$ cat config.mk
export PLATFORM = sky130hd
export DESIGN_NAME = tagstk_top
export DESIGN_NICKNAME = d
export VERILOG_FILES = /design/src/rtl/tagstk_pkg.sv /design/src/rtl/tagstk_rstsync.sv /design/src/rtl/tagstk_mem.sv /design/src/rtl/tagstk_check.sv /design/src/rtl/tagstk_top.sv
export SDC_FILE = /design/constraint.sdc
export NUM_CORES = 1
export LEC_CHECK = 0
export BUFFER_PORTS_ARGS = -buffer_cell sky130_fd_sc_hd__buf_4
export CAP_MARGIN = 20
export CORE_ASPECT_RATIO = 1.5
export CORE_MARGIN = 2
export CORE_UTILIZATION = 30
export CTS_CLUSTER_SIZE = 10
export DETAILED_ROUTE_END_ITERATION = 6
export PLACE_DENSITY_LB_ADDON = 0.3
export REMOVE_ABC_BUFFERS = 1
export SLEW_MARGIN = 20
export SYNTH_ARGS = -nofsm -noshare
export SYNTH_HDL_FRONTEND = slang
export SYNTH_SLANG_ARGS = --single-unit
$ cat constraint.sdc
create_clock -name clk -period 2.5 [get_ports clk]
set_input_delay 0.25 -clock clk [delete_from_list [all_inputs] [get_ports clk]]
set_output_delay 0.25 -clock clk [all_outputs]
set_load 0.005 [all_outputs]
$ cat src/rtl/tagstk_pkg.sv
package tagstk_pkg;

  localparam int TAG_W = 4;

  // type tag codes
  localparam logic [TAG_W-1:0] TG_I32  = 4'd1;
  localparam logic [TAG_W-1:0] TG_I64  = 4'd2;
  localparam logic [TAG_W-1:0] TG_NINT = 4'd3;
  localparam logic [TAG_W-1:0] TG_FLT  = 4'd4;
  localparam logic [TAG_W-1:0] TG_OREF = 4'd5;
  localparam logic [TAG_W-1:0] TG_MPTR = 4'd6;

  // command codes
  localparam logic [2:0] OP_PSHI = 3'd0;
  localparam logic [2:0] OP_PSHM = 3'd1;
  localparam logic [2:0] OP_POP  = 3'd2;
  localparam logic [2:0] OP_BIN  = 3'd3;
  localparam logic [2:0] OP_DUP  = 3'd4;

  typedef enum logic [2:0] {
    EX_NONE   = 3'd0,
    EX_TYPE   = 3'd1,
    EX_OVF    = 3'd2,
    EX_UNF    = 3'd3,
    EX_BADTAG = 3'd4
  } exc_e;

  typedef enum logic [2:0] {
    ACT_NONE,
    ACT_PUSH,
    ACT_POP,
    ACT_BIN,
    ACT_DUP
  } act_e;

  function automatic logic tag_legal(input logic [TAG_W-1:0] t);
    return (t >= TG_I32) && (t <= TG_MPTR);
  endfunction

  function automatic logic tag_integer(input logic [TAG_W-1:0] t);
    return (t == TG_I32) || (t == TG_I64) || (t == TG_NINT);
  endfunction

endpackage

$ cat src/rtl/tagstk_rstsync.sv
module tagstk_rstsync (
  input  logic clk,
  input  logic arst_n,
  output logic srst_n
);

  logic [1:0] sync_q;

  always_ff @(posedge clk or negedge arst_n) begin
    if (!arst_n) sync_q <= 2'b00;
    else         sync_q <= {sync_q[0], 1'b1};
  end

  assign srst_n = sync_q[1];

endmodule

$ cat src/rtl/tagstk_mem.sv
module tagstk_mem
  import tagstk_pkg::*;
#(
  parameter int W     = 32,
  parameter int DEPTH = 8,
  parameter int AW    = 3
) (
  input  logic             clk,
  input  logic             we,
  input  logic [AW-1:0]    waddr,
  input  logic [W-1:0]     wdata,
  input  logic [TAG_W-1:0] wtag,
  input  logic [AW-1:0]    raddr,
  output logic [W-1:0]     rdata,
  output logic [TAG_W-1:0] rtag
);

  localparam int CELL_W = W + TAG_W;

  logic [CELL_W-1:0] cells [DEPTH];

  for (genvar i = 0; i < DEPTH; i++) begin : g_cell
    logic cell_en;
    logic [CELL_W-1:0] cell_q;
    assign cell_en = we && (waddr == AW'(i));
    always_ff @(posedge clk) begin
      if (cell_en) cell_q <= {wtag, wdata};
    end
    assign cells[i] = cell_q;
  end

  assign {rtag, rdata} = cells[raddr];

  // a spill never targets a cell past the array
  always_ff @(posedge clk) begin
    if (we) begin
      a_r4_spill_in_range: assert (32'(waddr) < DEPTH)
        else $error("spill address out of range");
    end
  end

endmodule

$ cat src/rtl/tagstk_check.sv
module tagstk_check
  import tagstk_pkg::*;
#(
  parameter int DEPTH = 8,
  parameter int CW    = 4
) (
  input  logic             cmd_valid,
  input  logic [2:0]       cmd_op,
  input  logic [CW-1:0]    cnt,
  input  logic [TAG_W-1:0] top_tag,
  input  logic [TAG_W-1:0] nxt_tag,
  input  logic [TAG_W-1:0] imm_tag,
  input  logic [TAG_W-1:0] meta_tag,
  output act_e             act,
  output exc_e             code,
  output logic [TAG_W-1:0] new_tag
);

  localparam int FULL = DEPTH + 2;

  logic full, empty, short2;
  assign full   = (cnt == CW'(FULL));
  assign empty  = (cnt == '0);
  assign short2 = (cnt < CW'(2));

  always_comb begin
    act     = ACT_NONE;
    code    = EX_NONE;
    new_tag = (cmd_op == OP_PSHM) ? meta_tag : imm_tag;
    if (cmd_valid) begin
      case (cmd_op)
        OP_PSHI, OP_PSHM: begin
          if (!tag_legal(new_tag)) code = EX_BADTAG;
          else if (full)           code = EX_OVF;
          else                     act  = ACT_PUSH;
        end
        OP_POP: begin
          if (empty) code = EX_UNF;
          else       act  = ACT_POP;
        end
        OP_BIN: begin
          if (short2)                                         code = EX_UNF;
          else if ((top_tag != nxt_tag) || !tag_integer(top_tag)) code = EX_TYPE;
          else                                                act  = ACT_BIN;
        end
        OP_DUP: begin
          if (empty)     code = EX_UNF;
          else if (full) code = EX_OVF;
          else           act  = ACT_DUP;
        end
        default: act = ACT_NONE;
      endcase
    end
  end

endmodule

$ cat src/rtl/tagstk_top.sv
module tagstk_top
  import tagstk_pkg::*;
#(
  parameter int W     = 32,
  parameter int DEPTH = 8
) (
  input  logic                         clk,
  input  logic                         rst_n,
  input  logic                         cmd_valid,
  input  logic [2:0]                   cmd_op,
  input  logic [W-1:0]                 push_data,
  input  logic [3:0]                   imm_tag,
  input  logic [3:0]                   meta_tag,
  input  logic [W-1:0]                 alu_result,
  output logic                         busy,
  output logic [$clog2(DEPTH+3)-1:0]   depth,
  output logic [W-1:0]                 top_data,
  output logic [3:0]                   top_tag,
  output logic [W-1:0]                 next_data,
  output logic [3:0]                   next_tag,
  output logic                         exc_valid,
  output logic [2:0]                   exc_code
);

  localparam int CW  = $clog2(DEPTH + 3);
  localparam int SPW = $clog2(DEPTH + 1);
  localparam int AW  = (DEPTH > 1) ? $clog2(DEPTH) : 1;

  logic srst_n;

  tagstk_rstsync u_rst (
    .clk    (clk),
    .arst_n (rst_n),
    .srst_n (srst_n)
  );

  // state
  logic [CW-1:0]    cnt_q, cnt_d;
  logic [SPW-1:0]   sp_q, sp_d;
  logic [W-1:0]     t_data_q, t_data_d, n_data_q, n_data_d;
  logic [TAG_W-1:0] t_tag_q, t_tag_d, n_tag_q, n_tag_d;
  logic             busy_q, busy_d;
  logic             exc_v_q, exc_v_d;
  exc_e             exc_c_q, exc_c_d;

  // checker
  act_e             act;
  exc_e             chk_code;
  logic [TAG_W-1:0] push_tag;

  tagstk_check #(.DEPTH(DEPTH), .CW(CW)) u_chk (
    .cmd_valid (cmd_valid && !busy_q),
    .cmd_op    (cmd_op),
    .cnt       (cnt_q),
    .top_tag   (t_tag_q),
    .nxt_tag   (n_tag_q),
    .imm_tag   (imm_tag),
    .meta_tag  (meta_tag),
    .act       (act),
    .code      (chk_code),
    .new_tag   (push_tag)
  );

  // spill storage
  logic             mem_we;
  logic [AW-1:0]    mem_waddr, mem_raddr;
  logic [W-1:0]     mem_rdata;
  logic [TAG_W-1:0] mem_rtag;

  assign mem_waddr = AW'(sp_q);
  assign mem_raddr = AW'(sp_q - 1'b1);

  tagstk_mem #(.W(W), .DEPTH(DEPTH), .AW(AW)) u_mem (
    .clk   (clk),
    .we    (mem_we),
    .waddr (mem_waddr),
    .wdata (n_data_q),
    .wtag  (n_tag_q),
    .raddr (mem_raddr),
    .rdata (mem_rdata),
    .rtag  (mem_rtag)
  );

  logic spill_needed, refill_pending;
  assign spill_needed   = (cnt_q >= CW'(2));
  assign refill_pending = (sp_q != '0);

  // next state
  always_comb begin
    cnt_d    = cnt_q;
    sp_d     = sp_q;
    t_data_d = t_data_q;
    t_tag_d  = t_tag_q;
    n_data_d = n_data_q;
    n_tag_d  = n_tag_q;
    busy_d   = 1'b0;
    exc_v_d  = 1'b0;
    exc_c_d  = EX_NONE;
    mem_we   = 1'b0;

    if (busy_q) begin
      n_data_d = mem_rdata;
      n_tag_d  = mem_rtag;
      sp_d     = sp_q - 1'b1;
    end else begin
      if (chk_code != EX_NONE) begin
        exc_v_d = 1'b1;
        exc_c_d = chk_code;
      end
      case (act)
        ACT_PUSH, ACT_DUP: begin
          if (spill_needed) begin
            mem_we = 1'b1;
            sp_d   = sp_q + 1'b1;
          end
          n_data_d = t_data_q;
          n_tag_d  = t_tag_q;
          if (act == ACT_PUSH) begin
            t_data_d = push_data;
            t_tag_d  = push_tag;
          end
          cnt_d = cnt_q + 1'b1;
        end
        ACT_POP: begin
          t_data_d = n_data_q;
          t_tag_d  = n_tag_q;
          cnt_d    = cnt_q - 1'b1;
          busy_d   = refill_pending;
        end
        ACT_BIN: begin
          t_data_d = alu_result;
          cnt_d    = cnt_q - 1'b1;
          busy_d   = refill_pending;
        end
        default: ;
      endcase
    end
  end

  // registers
  always_ff @(posedge clk or negedge srst_n) begin
    if (!srst_n) begin
      cnt_q    <= '0;
      sp_q     <= '0;
      t_data_q <= '0;
      t_tag_q  <= '0;
      n_data_q <= '0;
      n_tag_q  <= '0;
      busy_q   <= 1'b0;
      exc_v_q  <= 1'b0;
      exc_c_q  <= EX_NONE;
    end else begin
      cnt_q    <= cnt_d;
      sp_q     <= sp_d;
      t_data_q <= t_data_d;
      t_tag_q  <= t_tag_d;
      n_data_q <= n_data_d;
      n_tag_q  <= n_tag_d;
      busy_q   <= busy_d;
      exc_v_q  <= exc_v_d;
      exc_c_q  <= exc_c_d;
    end
  end

  assign busy      = busy_q;
  assign depth     = cnt_q;
  assign top_data  = t_data_q;
  assign top_tag   = t_tag_q;
  assign next_data = n_data_q;
  assign next_tag  = n_tag_q;
  assign exc_valid = exc_v_q;
  assign exc_code  = exc_c_q;

  // assertions
  a_r9_depth_bound: assert property (@(posedge clk) disable iff (!srst_n)
    cnt_q <= CW'(DEPTH + 2));

  a_r5_busy_single: assert property (@(posedge clk) disable iff (!srst_n)
    busy_q |=> !busy_q);

  a_r5_busy_has_pair: assert property (@(posedge clk) disable iff (!srst_n)
    busy_q |-> (cnt_q >= CW'(2)) && (sp_q != '0));

  a_r12_exc_coded: assert property (@(posedge clk) disable iff (!srst_n)
    exc_v_q |-> (exc_c_q != EX_NONE));

  a_r12_exc_holds_state: assert property (@(posedge clk) disable iff (!srst_n)
    exc_v_q |-> $stable(cnt_q) && $stable(t_tag_q) && $stable(sp_q));

  a_r8_top_tag_legal: assert property (@(posedge clk) disable iff (!srst_n)
    (cnt_q != '0) |-> tag_legal(t_tag_q));

  a_r4_sp_tracks_depth: assert property (@(posedge clk) disable iff (!srst_n)
    (cnt_q <= CW'(2)) |-> (sp_q == '0) || busy_q);

endmodule

Word-level counts from Yosys, hierarchy flattened. Cells that the tools add are included.

Logic and storage cells: 124. Register bits: 375.

Muxes and demuxes: 42. Eq/ne operators: 21. Add/sub/neg operators: 4. Bitwise gates (word level): 2. $lt $le $gt $ge: 5. Reductions and logical operators: 32.

Operator list (count): $bmux 36 s3 (1); $mux 32 (3); $pmux 32 s3 (1); $mux 36 (2); $mux 3 (11); $mux 4 (7); $pmux 3 s4 (2); $eq 3x2->1 const B (6); $eq 3x3->1 const B (6); $pmux 4 s2 (2); $logic_and 1x1->1 (10); $eq 3x1->1 const B (3); $mux 1 (9); $add 4x1->4 const B (2); $eq 4x2->1 const B (2); $mux 2 (4); $reduce_bool 2->1 (4); $sub 4x1->4 const B (2); $logic_not 3->1 (2); $reduce_and 3->1 (2); $reduce_bool 3->1 (2); $reduce_or 2->1 (3); $eq 4x1->1 const B (1); $eq 4x4->1 const B (1); other kinds (14) (18).

Longest topological paths before layout. Gate-level depths: netlist of run 1.

Word-level depth: 14. Gate-level depth with buffers: 11.

Cells and area by module. Synthesis of run 1 repeated with hierarchy kept, for this count alone.

Cell total of the unflattened synthesis: 933. Area, all modules: 15682.5 um2.

Modules (own cells, without submodules): tagstk_mem (cells each 429, seq. area each 8648.3 um2, instances 1, area each 11141.9 um2); tagstk_top (cells each 453, seq. area each 2127.0 um2, instances 1, area each 4136.5 um2); tagstk_check (cells each 48, seq. area each 0.0 um2, instances 1, area each 350.3 um2); tagstk_rstsync (cells each 3, seq. area each 50.0 um2, instances 1, area each 53.8 um2).

Worst setup path before layout of run 1. No wires, ideal clock.

Path kind: reg-to-reg. Start: register sp_q[0]. End: register n_data_q[10], in the netlist next_data[10]. Arrival time: 2.667 ns. Setup slack: -0.306 ns. Data required time: 2.360 ns. Stages on the path, launching flop included: 10. Path through: dfrtp_1 -> buf_2 -> buf_2 -> inv_1 -> ha_1 -> ha_1 -> clkbuf_1 -> clkbuf_1 -> mux2i_1 -> a22oi_1.

Cells in the longest elaborated chain, start to end: 6.

RTL lines: start: declaration (line tagstk_top.sv:39) `logic [SPW-1:0] sp_q, sp_d;`; start signal: assignment (line tagstk_top.sv:154) `sp_q <= sp_d;`; $sub 4x1->4; $not 3->4 (not written as such) (line tagstk_mem.sv:32) `assign {rtag, rdata} = cells[raddr];`; $bmux 36 s3 (line tagstk_mem.sv:32); $mux 36 (not written as such) (2 in a row) (line tagstk_mem.sv:32); $mux 32 (line tagstk_top.sv:101) `if (busy_q) begin`; end signal: assignment (line tagstk_top.sv:157) `n_data_q <= n_data_d;`; end: declaration (line tagstk_top.sv:40) `logic [W-1:0] t_data_q, t_data_d, n_data_q, n_data_d;`.

Every way passes these cells. The select of a mux whose other input is x is not followed. A chain may end at the register's enable or synchronous reset.

Worst setup path in the final report of run 1.
Start: register n_tag_q[2], in the netlist next_tag[2]. End: register cnt_q[3], in the netlist depth[3].

Cells in the longest elaborated chain, start to end: 10.

RTL lines: start: declaration (line tagstk_top.sv:41) `logic [TAG_W-1:0] t_tag_q, t_tag_d, n_tag_q, n_tag_d;`; start signal: assignment (line tagstk_top.sv:158) `n_tag_q <= n_tag_d;`; $ne 4x4->1 (*) (line tagstk_check.sv:43) `else if ((top_tag != nxt_tag) || !tag_integer(top_tag)) code = EX_TYPE;`; $logic_or 1x1->1 (*) (line tagstk_check.sv:43); $mux 2 (*) (line tagstk_check.sv:43); $mux 3 (*) (line tagstk_check.sv:42) `if (short2) code = EX_UNF;`; $pmux 3 s4 (*) (line tagstk_check.sv:31) `case (cmd_op)`; $mux 3 (*) (line tagstk_check.sv:30) `if (cmd_valid) begin`; $eq 3x2->1 (tied with other cells) (line tagstk_top.sv:110) `case (act)`; $reduce_or 2->1, on equally long branches; $reduce_bool 2->1 (no source line); $reduce_and 2->1 (no source line); end signal: assignment (line tagstk_top.sv:153) `cnt_q <= cnt_d;`; end: declaration (line tagstk_top.sv:38) `logic [CW-1:0] cnt_q, cnt_d;`.

Every way passes the cells marked *; elsewhere a longest branch is shown, timed or not.

==> impl_metrics.ini, run 1 <==
[run_status]
status = finished, final reports clean

[floorplan]
io_pins = 159
fp-row-count = 100
start_util = 0.304
die_x_um = 187
die-area_um2 = 52200
dieHeight_um = 279
coreArea_um2 = 49700

[cells_and_area]
seq_area_um2 = 10800
multiInputGateArea_um2 = 4110
fin_nets = 1165
diodes = 0
fillers = 4595
area_growth_pct = 27.4
finish.instance_area_um2 = 19300
drive_gt1_frac = 0.335

[place]
io_buffers = 158
gp_congestion = 0.758
hpwl_mm = 23.2
post-place-ws_ps = -36.7
placedInstanceArea_um2 = 17600

[route]
routedWlPerCell_um = 21.4
dr.pass1.iters = 4
ant_nets = 0
vias = 8664
vias_per_cell = 4.89
drtIter0Drc = 466
wl_mm = 37.9
drt_drc_violations_left = 0

[min_path]
hold_class = in -> reg
min_path_cells = 4
worstHoldStart = cmd_op[1]
whs_endpoint = exc_code[1]

[grt]
grt_max_degree = 80
groute.usage.overall = 0.146
use_met3 = 0.0219
use_met2 = 0.267
met1_usage = 0.178
grt_remaining_overflow = 0
grt_pass1_wl_mm = 57.7
grt_pass1_vias = 9463
grt_busiest_layer = met2
antenna_found_initial = 0

[synthesis]
synth.most_common_cell = edfxtp_1
synth_top_cell_by_area = edfxtp_1
synth_common_cells = edfxtp_1 (288), dfrtp_1 (87), mux4_2 (72), nand2_1 (48), a21oi_1 (44)
synth.distinct_cells = 51
syn_area_um2 = 15100
synth-main-ff-cell = edfxtp_1
ys_ff_latch = 375
ys_top_cells_by_area = edfxtp_1 (57%), dfrtp_1 (14%), mux4_2 (11%)
yosysSeqAreaShare = 0.716
synth.avg_cell_area_um2 = 18.2
synth-edff-count = 288
synthArstFlopShare = 0.232
synth_warnings = 0
syn_inst = 830
synth.top_cell.area_share = 0.572

[sta]
fin_ws_ps = 141
hold_violations = 0
fin_crit_sh = 0.943
finalSetupViolCount = 0
relSlewSlack = 0.420
tightest_slew_ps = 870
finalClockSkew_ps = 18.0
max_freq_mhz = 424
slew_violations = 0
rsz0062_at_grt = false
hold_ws_ps = 45.1
finalCriticalPeriod_ps = 2360

[clocking]
cts-root-buf = clkbuf_16
cts_buffers = 44
cts_htree_levels = 2
cts_tree = done
cts_buffer_depth = 3
clock_sinks = 375
clk_pin_slew_ps = 60
insertion_delay_ps = 540

[setup_path]
path_max_fanout = 2
cp.required_ps = 2960
critPathKind = reg -> reg
endpoint_kind = flop
cp_slowest_cell = or4_4
worstReg2RegEnd = depth[3]
crit_chain = or4_4 > nor2_4 > nand3_2 > and2_4 > inv_2 > ha_1 > a21o_1 > a21oi_2 > mux2i_1 > xor2_1
crit_arrival_ps = 2820
startpoint_type = flop
rrSetupSlack_ps = 140
critPathMaxStageDelay_ps = 560
rr_startpoint = next_tag[2]
crit_family = simple AND/OR/NAND/NOR gates
cp_num_buf_inv = 1
rr_worst_depth = 10

[pwr]
p_int_w = 0.0154
power_switching_w = 0.00696
peakVddDrop_mv = 0.492
power_frac_clock = 0.254
pwr-share-seq = 0.425
p_total_w = 0.0224
p_per_area_nw_per_um2 = 1160
power_frac_comb = 0.320
sw_frac_of_total = 0.311
leakagePower_nw = 6.89

[flow_run]
drv_cap = 0
[kinds of logic (layout without fill, tap and decap cells)]
logic type               Yosys count  count (layout)  share of synthesized area
flip-flops                       375             375                      0.716
adder cells (fa/ha/maj)           11              11                    0.00960
XOR/XNOR                           7               7                    0.00406
multiplexers                     114             114                      0.135
AND/OR/NAND/NOR                  101             101                     0.0331
AO/OA/AOI/OAI                    164             164                     0.0841
buffers and inverters             57             336                     0.0175
other                              1               1                   0.000248
[worst min-delay path: stages]
cell and delay [ps]:
buf_4 110, o21ai_0 70, nand2_1 60, nor2_1 50
[placed cells by master, fill, tap and decap left out, types with 2 or more instances in the layout]
master,count
a21oi_1,43
a221o_1,2
a22oi_1,36
and3_1,4
and3_2,8
buf_12,18
buf_4,198
clkbuf_1,28
clkbuf_16,44
clkinv_1,2
clkinv_2,2
dfrtp_1,84
dfrtp_4,3
dlygate4sd3_1,34
edfxtp_1,288
ha_1,8
ha_4,2
inv_1,5
mux2i_1,41
mux4_2,72
nand2_1,48
nand2b_1,2
nand3_1,2
nor2_1,10
nor2b_1,3
nor3_1,7
nor4_2,2
o21ai_0,9
o221a_1,30
o221a_2,2
o22a_1,32
or3_1,2
or4_4,2
xnor2_1,5
xor2_1,2
[final cells by class]
class                      instances  share of cell area
clock buffer                      73              0.0633
clock inverter                     6             0.00221
inverter                           6             0.00117
multi-input combinational        398               0.213
sequential                       375               0.563
tap                              663              0.0431
timing repair buffer             251               0.114
[how the worst max path moves through the flow]
stage / cells after the start / start / end / slack (ps)
3_3_place_gp: 9 / busy / depth[3] / -10
6_report: 10 / next_tag[2] / depth[3] / 140
4_1_cts: 10 / next_tag[2] / depth[3] / 80
3_5_place_dp: 9 / busy / depth[3] / -40
2_1_floorplan: 5 / sp_q[0] / next_data[0] / -3420
5_1_grt: 10 / next_tag[2] / depth[3] / 20
[routing by layer]
| metal | routed length (µm) | share of wire |
|---|---|---|
| met3 | 1260 | 0.033 |
| met5 | 0 | 0 |
| met2 | 20300 | 0.53 |
| met1 | 15700 | 0.41 |
| met4 | 684 | 0.018 |
[power by group through the flow]
stage | clock (W) | combinational, W | sequential (W)
final | 0.00570 | 0.00717 | 0.00952
after global routing | 0.00611 | 0.00775 | 0.00972
after CTS | 0.00587 | 0.00735 | 0.00956
after detailed placement | 0 | 0.00729 | 0.00968
after global placement | 0 | 0.00724 | 0.00960
after floorplan | 0 | 0.00377 | 0.00957
[state kept, by name (all words and copies together) (netlist names)]
signal and count:
exc_code 3, exc_valid 1, u_mem.g_cell.cell_q 288, top_data 32, busy 1, depth 4, sp_q 4, u_rst.sync_q 2
next_tag 4, next_data 32, top_tag 4
[per-stage QoR]
| stage | cells | TNS (ps) | util |
|---|---|---|---|
| after floorplan | 779 | -828710 | - |
| after global placement | 1659 | -12.2 | 0.355 |
| after detailed placement | 1659 | -36.7 | 0.355 |
| after CTS | 1772 | 0 | 0.387 |
| after global routing | 1772 | 0 | 0.388 |
| final | 1772 | 0 | 0.388 |
[repair_timing]
action / 4_1_cts / 5_1_grt
buffers inserted: 0 / 0
hold buffers: 34 / 0
hold endpoints to repair: 34 / 0
cloned: 0 / 0
setup endpoints to repair: 1 / 96
gates resized for setup: 2 / 7
pin swaps: 3 / 2
Power figures use the tool's default switching activity.
==> run 2, diff against run 1 <==
--- a/config.mk
+++ b/config.mk
@@ -14,7 +14,9 @@
 export DETAILED_ROUTE_END_ITERATION = 6
 export PLACE_DENSITY_LB_ADDON = 0.3
 export REMOVE_ABC_BUFFERS = 1
+export SETUP_SLACK_MARGIN = 0.4
 export SLEW_MARGIN = 20
 export SYNTH_ARGS = -nofsm -noshare
 export SYNTH_HDL_FRONTEND = slang
+export SYNTH_HIERARCHICAL = 1
 export SYNTH_SLANG_ARGS = --single-unit
==> impl_metrics.ini, run 2 <==
[synthesis]
synth_common_cells = edfxtp_1 (288), nor2_1 (122), dfrtp_1 (87), mux4_1 (72), nand2_1 (44)
synth.most_common_cell = edfxtp_1
syn_inst = 933
ys_top_cells_by_area = edfxtp_1 (55%), dfrtp_1 (14%), mux4_1 (12%)
synthArstFlopShare = 0.232
synth-edff-count = 288
synth-main-ff-cell = edfxtp_1
synth.distinct_cells = 52
synth_top_cell_by_area = edfxtp_1
yosysSeqAreaShare = 0.690
synth_warnings = 6
synth.top_cell.area_share = 0.551
synth.avg_cell_area_um2 = 16.8
ys_ff_latch = 375
syn_area_um2 = 15700

[run_status]
violations = negative setup slack
status = finished, violations left

[sta]
slew_violations = 0
max_freq_mhz = 332
rsz0062_at_grt = true
fin_crit_sh = 1.20
finalClockSkew_ps = 19.4
fin_ws_ps = -509
finalSetupViolCount = 330
hold_violations = 0
finalCriticalPeriod_ps = 3010
relSlewSlack = 0.465
hold_ws_ps = 46.4
tightest_slew_ps = 802

[setup_path]
critPathKind = reg -> reg
cp_slowest_cell = or3_4
cp_num_buf_inv = 5
crit_arrival_ps = 3280
endpoint_kind = flop
crit_family = simple AND/OR/NAND/NOR gates
cp.required_ps = 2770
path_max_fanout = 4
crit_chain = xnor2_1 > a31oi_2 > nor2_2 > a32o_4 > xnor2_2 > or3_4 > nor2_4 > buf_6 > nand2b_4 > buf_6 > nor2_4 > buf_12 > buf_12 > clkbuf_16
critPathMaxStageDelay_ps = 420
startpoint_type = flop

[clocking]
insertion_delay_ps = 550
cts-root-buf = clkbuf_16
cts_htree_levels = 2
cts_tree = done
clk_pin_slew_ps = 60
cts_buffers = 44
clock_sinks = 375
cts_buffer_depth = 3

[place]
io_buffers = 158
hpwl_mm = 23.7
post-place-ws_ps = -702
gp_congestion = 0.747

[route]
routedWlPerCell_um = 20.2
dr.pass1.iters = 6
wl_mm = 39.3
drt_drc_violations_left = 0
vias_per_cell = 4.77
vias = 9284
ant_nets = 0
drtIter0Drc = 382

[cells_and_area]
top_register = u_mem/g_cell.cell_q
drive_gt1_frac = 0.319
largest_register_ffs = 288
fin_nets = 1318
fillers = 4723
final_cell_mix = edfxtp_1 (288), buf_4 (214), nor2_1 (113)
fin_util = 0.404
diodes = 0
area_growth_pct = 33.2
final_common_cell = edfxtp_1

[floorplan]
die_x_um = 191
die-area_um2 = 54200
coreArea_um2 = 51700
dieHeight_um = 284
io_pins = 159
fp-row-count = 102
start_util = 0.303

[pwr]
peakVddDrop_mv = 0.695
leakagePower_nw = 7.73
p_per_area_nw_per_um2 = 1100

[min_path]
hold_class = in -> reg

[grt]
grt_pass1_wl_mm = 58.5
antenna_found_initial = 0
grt_pass1_vias = 9759
grt_remaining_overflow = 0
groute.usage.overall = 0.143
grt_max_degree = 63

[flow_run]
drv_cap = 0
## run 2: cells by family after synthesis
kind of cell	share of synthesized area
simple gates	0.0556
compound gates	0.0478
flops	0.690
xor+xnor	0.00614
buf+inv	0.0217
other cells	0.000239
fa+ha+maj	0.00447
mux	0.174
## run 2: area by class of cell
class	count	area [µm²]	area share
Timing Repair Buffer	308	3150	0.151
Multi-Input combinational cell	500	4710	0.225
Clock buffer	79	1320	0.0629
Clock inverter	3	22.5	0.00108
Sequential cell	375	10800	0.518
Inverter	6	25.0	0.00120
Tap cell	676	846	0.0405
## run 2: tightest hold or removal path, delay by kind of cell
family | cells | cell delay, ps
buf+inv | 1 | 80
compound gates | 2 | 220
## run 2: worst paths after layout
check / slack [ps] / depth (start not counted) / to / from
worst max-delay path: -510 / 14 / u_mem/g_cell[4].cell_q[30] / next_tag[1]
worst min-delay path: 50 / 3 / top_data[8] / push_data[8]
worst max register to register: -510 / 14 / u_mem/g_cell[4].cell_q[30] / next_tag[1]
worst min register to register: 260 / 0 / top_data[10] / u_rst/sync_q[1]
max in group asynchronous: 1510 / 1 / next_data[14] / u_rst/sync_q[1]
min in group asynchronous: 260 / 0 / top_data[10] / u_rst/sync_q[1]
## run 2: what timing repair did
action / 4_1_cts / 5_1_grt
pin swaps: 7 / 12
hold buffers: 32 / 0
endpoints found under the hold margin: 32 / 0
gates resized for setup: 40 / 15
gates cloned: 9 / 8
buffers inserted: 15 / 4
endpoints found under the setup margin: 369 / 369
## run 2: stage by stage
stage / cells / TNS (ps) / total power [W] / area, µm²
floorplan: 881 / -1230230 / 0.0128 / 15400
global placement: 1797 / -190700 / 0.0169 / 18400
detailed placement: 1797 / -187390 / 0.0170 / 18400
CTS: 1935 / -94210 / 0.0232 / 20600
global route: 1947 / -165800 / 0.0242 / 20900
finish: 1947 / -118770 / 0.0229 / 20900
## run 2: power by group
part / leakage, nW / switching, W / internal (W)
Combinational: 3.47 / 0.00343 / 0.00404
Sequential: 3.62 / 0.00130 / 0.00821
Clock: 0.643 / 0.00239 / 0.00354
## run 2: routing by layer
layer  vias up  GRT usage  share of wire
met5         -          0              0
met4         0     0.0442          0.024
met3        59     0.0174          0.028
met2       187      0.265           0.54
li1       4291          -              -
met1      4747      0.171           0.40
==> run 3, diff against run 2 <==
--- a/config.mk
+++ b/config.mk
@@ -13,10 +13,8 @@
 export CTS_CLUSTER_SIZE = 10
 export DETAILED_ROUTE_END_ITERATION = 6
 export PLACE_DENSITY_LB_ADDON = 0.3
-export REMOVE_ABC_BUFFERS = 1
 export SETUP_SLACK_MARGIN = 0.4
 export SLEW_MARGIN = 20
 export SYNTH_ARGS = -nofsm -noshare
 export SYNTH_HDL_FRONTEND = slang
-export SYNTH_HIERARCHICAL = 1
 export SYNTH_SLANG_ARGS = --single-unit
==> impl_metrics.ini, run 3 (synthesis gave the netlist of run 1 again) <==
[clocking]
cts-root-buf = clkbuf_16
clock_sinks = 375
cts_tree = done
cts_htree_levels = 2
clk_pin_slew_ps = 60
cts_buffer_depth = 3
insertion_delay_ps = 560
cts_buffers = 44

[pwr]
pwr-share-seq = 0.415
peakVddDrop_mv = 0.576
p_int_w = 0.0158
p_per_area_nw_per_um2 = 1150
p_total_w = 0.0229
power_switching_w = 0.00718
power_frac_clock = 0.258
power_frac_comb = 0.327
sw_frac_of_total = 0.313
leakagePower_nw = 7.14

[floorplan]
coreArea_um2 = 49700
io_pins = 159
dieHeight_um = 279
die_x_um = 187
fp-row-count = 100
start_util = 0.304
die-area_um2 = 52200

[setup_path]
rrSetupSlack_ps = 190
crit_arrival_ps = 2730
rr_worst_depth = 11
cp.required_ps = 2920
critPathKind = reg -> reg
path_max_fanout = 2
startpoint_type = flop
worstReg2RegEnd = exc_valid
rr_startpoint = next_tag[3]
endpoint_kind = flop

[cells_and_area]
fillers = 4532
largest_register_ffs = 288
area_growth_pct = 31.7
final_cell_mix = edfxtp_1 (288), buf_4 (195), dfrtp_1 (82)
finalNonFillerCells = 1797
finish.instance_area_um2 = 19900
drive_gt1_frac = 0.357
final_common_cell = edfxtp_1
fin_nets = 1188
top_register = u_mem.g_cell.cell_q
diodes = 0

[sta]
fin_crit_sh = 0.924
tightest_slew_ps = 797
max_freq_mhz = 433
tns_ps = 0
finalClockSkew_ps = 17.6
rsz0062_at_grt = true
relSlewSlack = 0.469
finalCriticalPeriod_ps = 2310
slew_violations = 0
hold_violations = 0
finalSetupViolCount = 0

[grt]
grt_max_degree = 80
grt_pass1_vias = 9278
antenna_found_initial = 0
grt_pass1_wl_mm = 57.1
grt_remaining_overflow = 0
groute.usage.overall = 0.143

[route]
ant_nets = 0
wl_mm = 40.4
drt_drc_violations_left = 0
routedWlPerCell_um = 22.5
vias = 8885
vias_per_cell = 4.94
drtIter0Drc = 600
dr.pass1.iters = 5

[place]
dp_cells = 1652
hpwl_mm = 22.4
gp_congestion = 0.771
io_buffers = 158
placedInstanceArea_um2 = 17700

[min_path]
hold_class = in -> reg
whs_endpoint = exc_code[1]
worstHoldStart = cmd_op[1]
min_path_cells = 4

[flow_run]
drv_cap = 0

[synthesis]
syn_nets = 919

[run_status]
status = finished, final reports clean
run 3: per-stage QoR:
stage	utilization	hold WS, ps	setup WS (ps)
3_3_place_gp	0.356	36.3	48.1
3_5_place_dp	0.356	36.5	22.1
6_report	0.401	34.8	190
2_1_floorplan	-	-45.6	95.9
5_1_grt	0.401	60.3	95.8
4_1_cts	0.392	12.5	145
run 3: area by class of cell:
| cell class | count | area (µm²) | area share |
|---|---|---|---|
| flip-flops and latches | 375 | 10800 | 0.544 |
| multi-input cells | 398 | 4200 | 0.211 |
| repair buffers | 274 | 2710 | 0.136 |
| clock buffers | 75 | 1230 | 0.0616 |
| well taps | 663 | 830 | 0.0417 |
| clock inverters | 6 | 85.1 | 0.00427 |
| inverters | 6 | 25.0 | 0.00126 |
run 3: power by group through the flow:
stage / logic (W) / registers [W] / clock network (W)
3_3_place_gp: 0.00706 / 0.00960 / 0
4_1_cts: 0.00733 / 0.00955 / 0.00606
6_report: 0.00751 / 0.00953 / 0.00591
2_1_floorplan: 0.00438 / 0.00932 / 0
5_1_grt: 0.00808 / 0.00972 / 0.00630
3_5_place_dp: 0.00711 / 0.00967 / 0
run 3: how the worst max path moves through the flow:
stage	end	start	slack (ps)
6_report	exc_valid	next_tag[3]	190
5_1_grt	exc_valid	next_tag[3]	100
3_3_place_gp	depth[3]	busy	50
3_5_place_dp	depth[3]	busy	20
2_1_floorplan	depth[3]	busy	100
4_1_cts	depth[3]	next_tag[3]	150
run 3: repair_timing:
action                     in CTS  in global routing
hold buffers                   34                  0
setup endpoints to repair     208                279
pin swaps                       7                 12
setup buffers                   9                  7
resized for setup              13                 18
cloned                          0                 14
hold endpoints to repair       34                  0
run 3: per-layer routing:
layer / global-route usage / share of wire / vias up
met5: 0 / 0 / -
met4: 0.0389 / 0.015 / 0
met3: 0.0256 / 0.053 / 40
met2: 0.258 / 0.53 / 230
met1: 0.176 / 0.41 / 4677
li1: - / - / 3938
run 3: critical path, cell delays in order, from the launching register on:
cell,delay (ps)
dfrtp_1,380
or4_4,550
nor2_4,110
buf_4,110
buf_4,90
buf_4,90
buf_4,90
buf_4,90
buf_4,90
nand2_1,50
a32o_2,230
or3_1,300
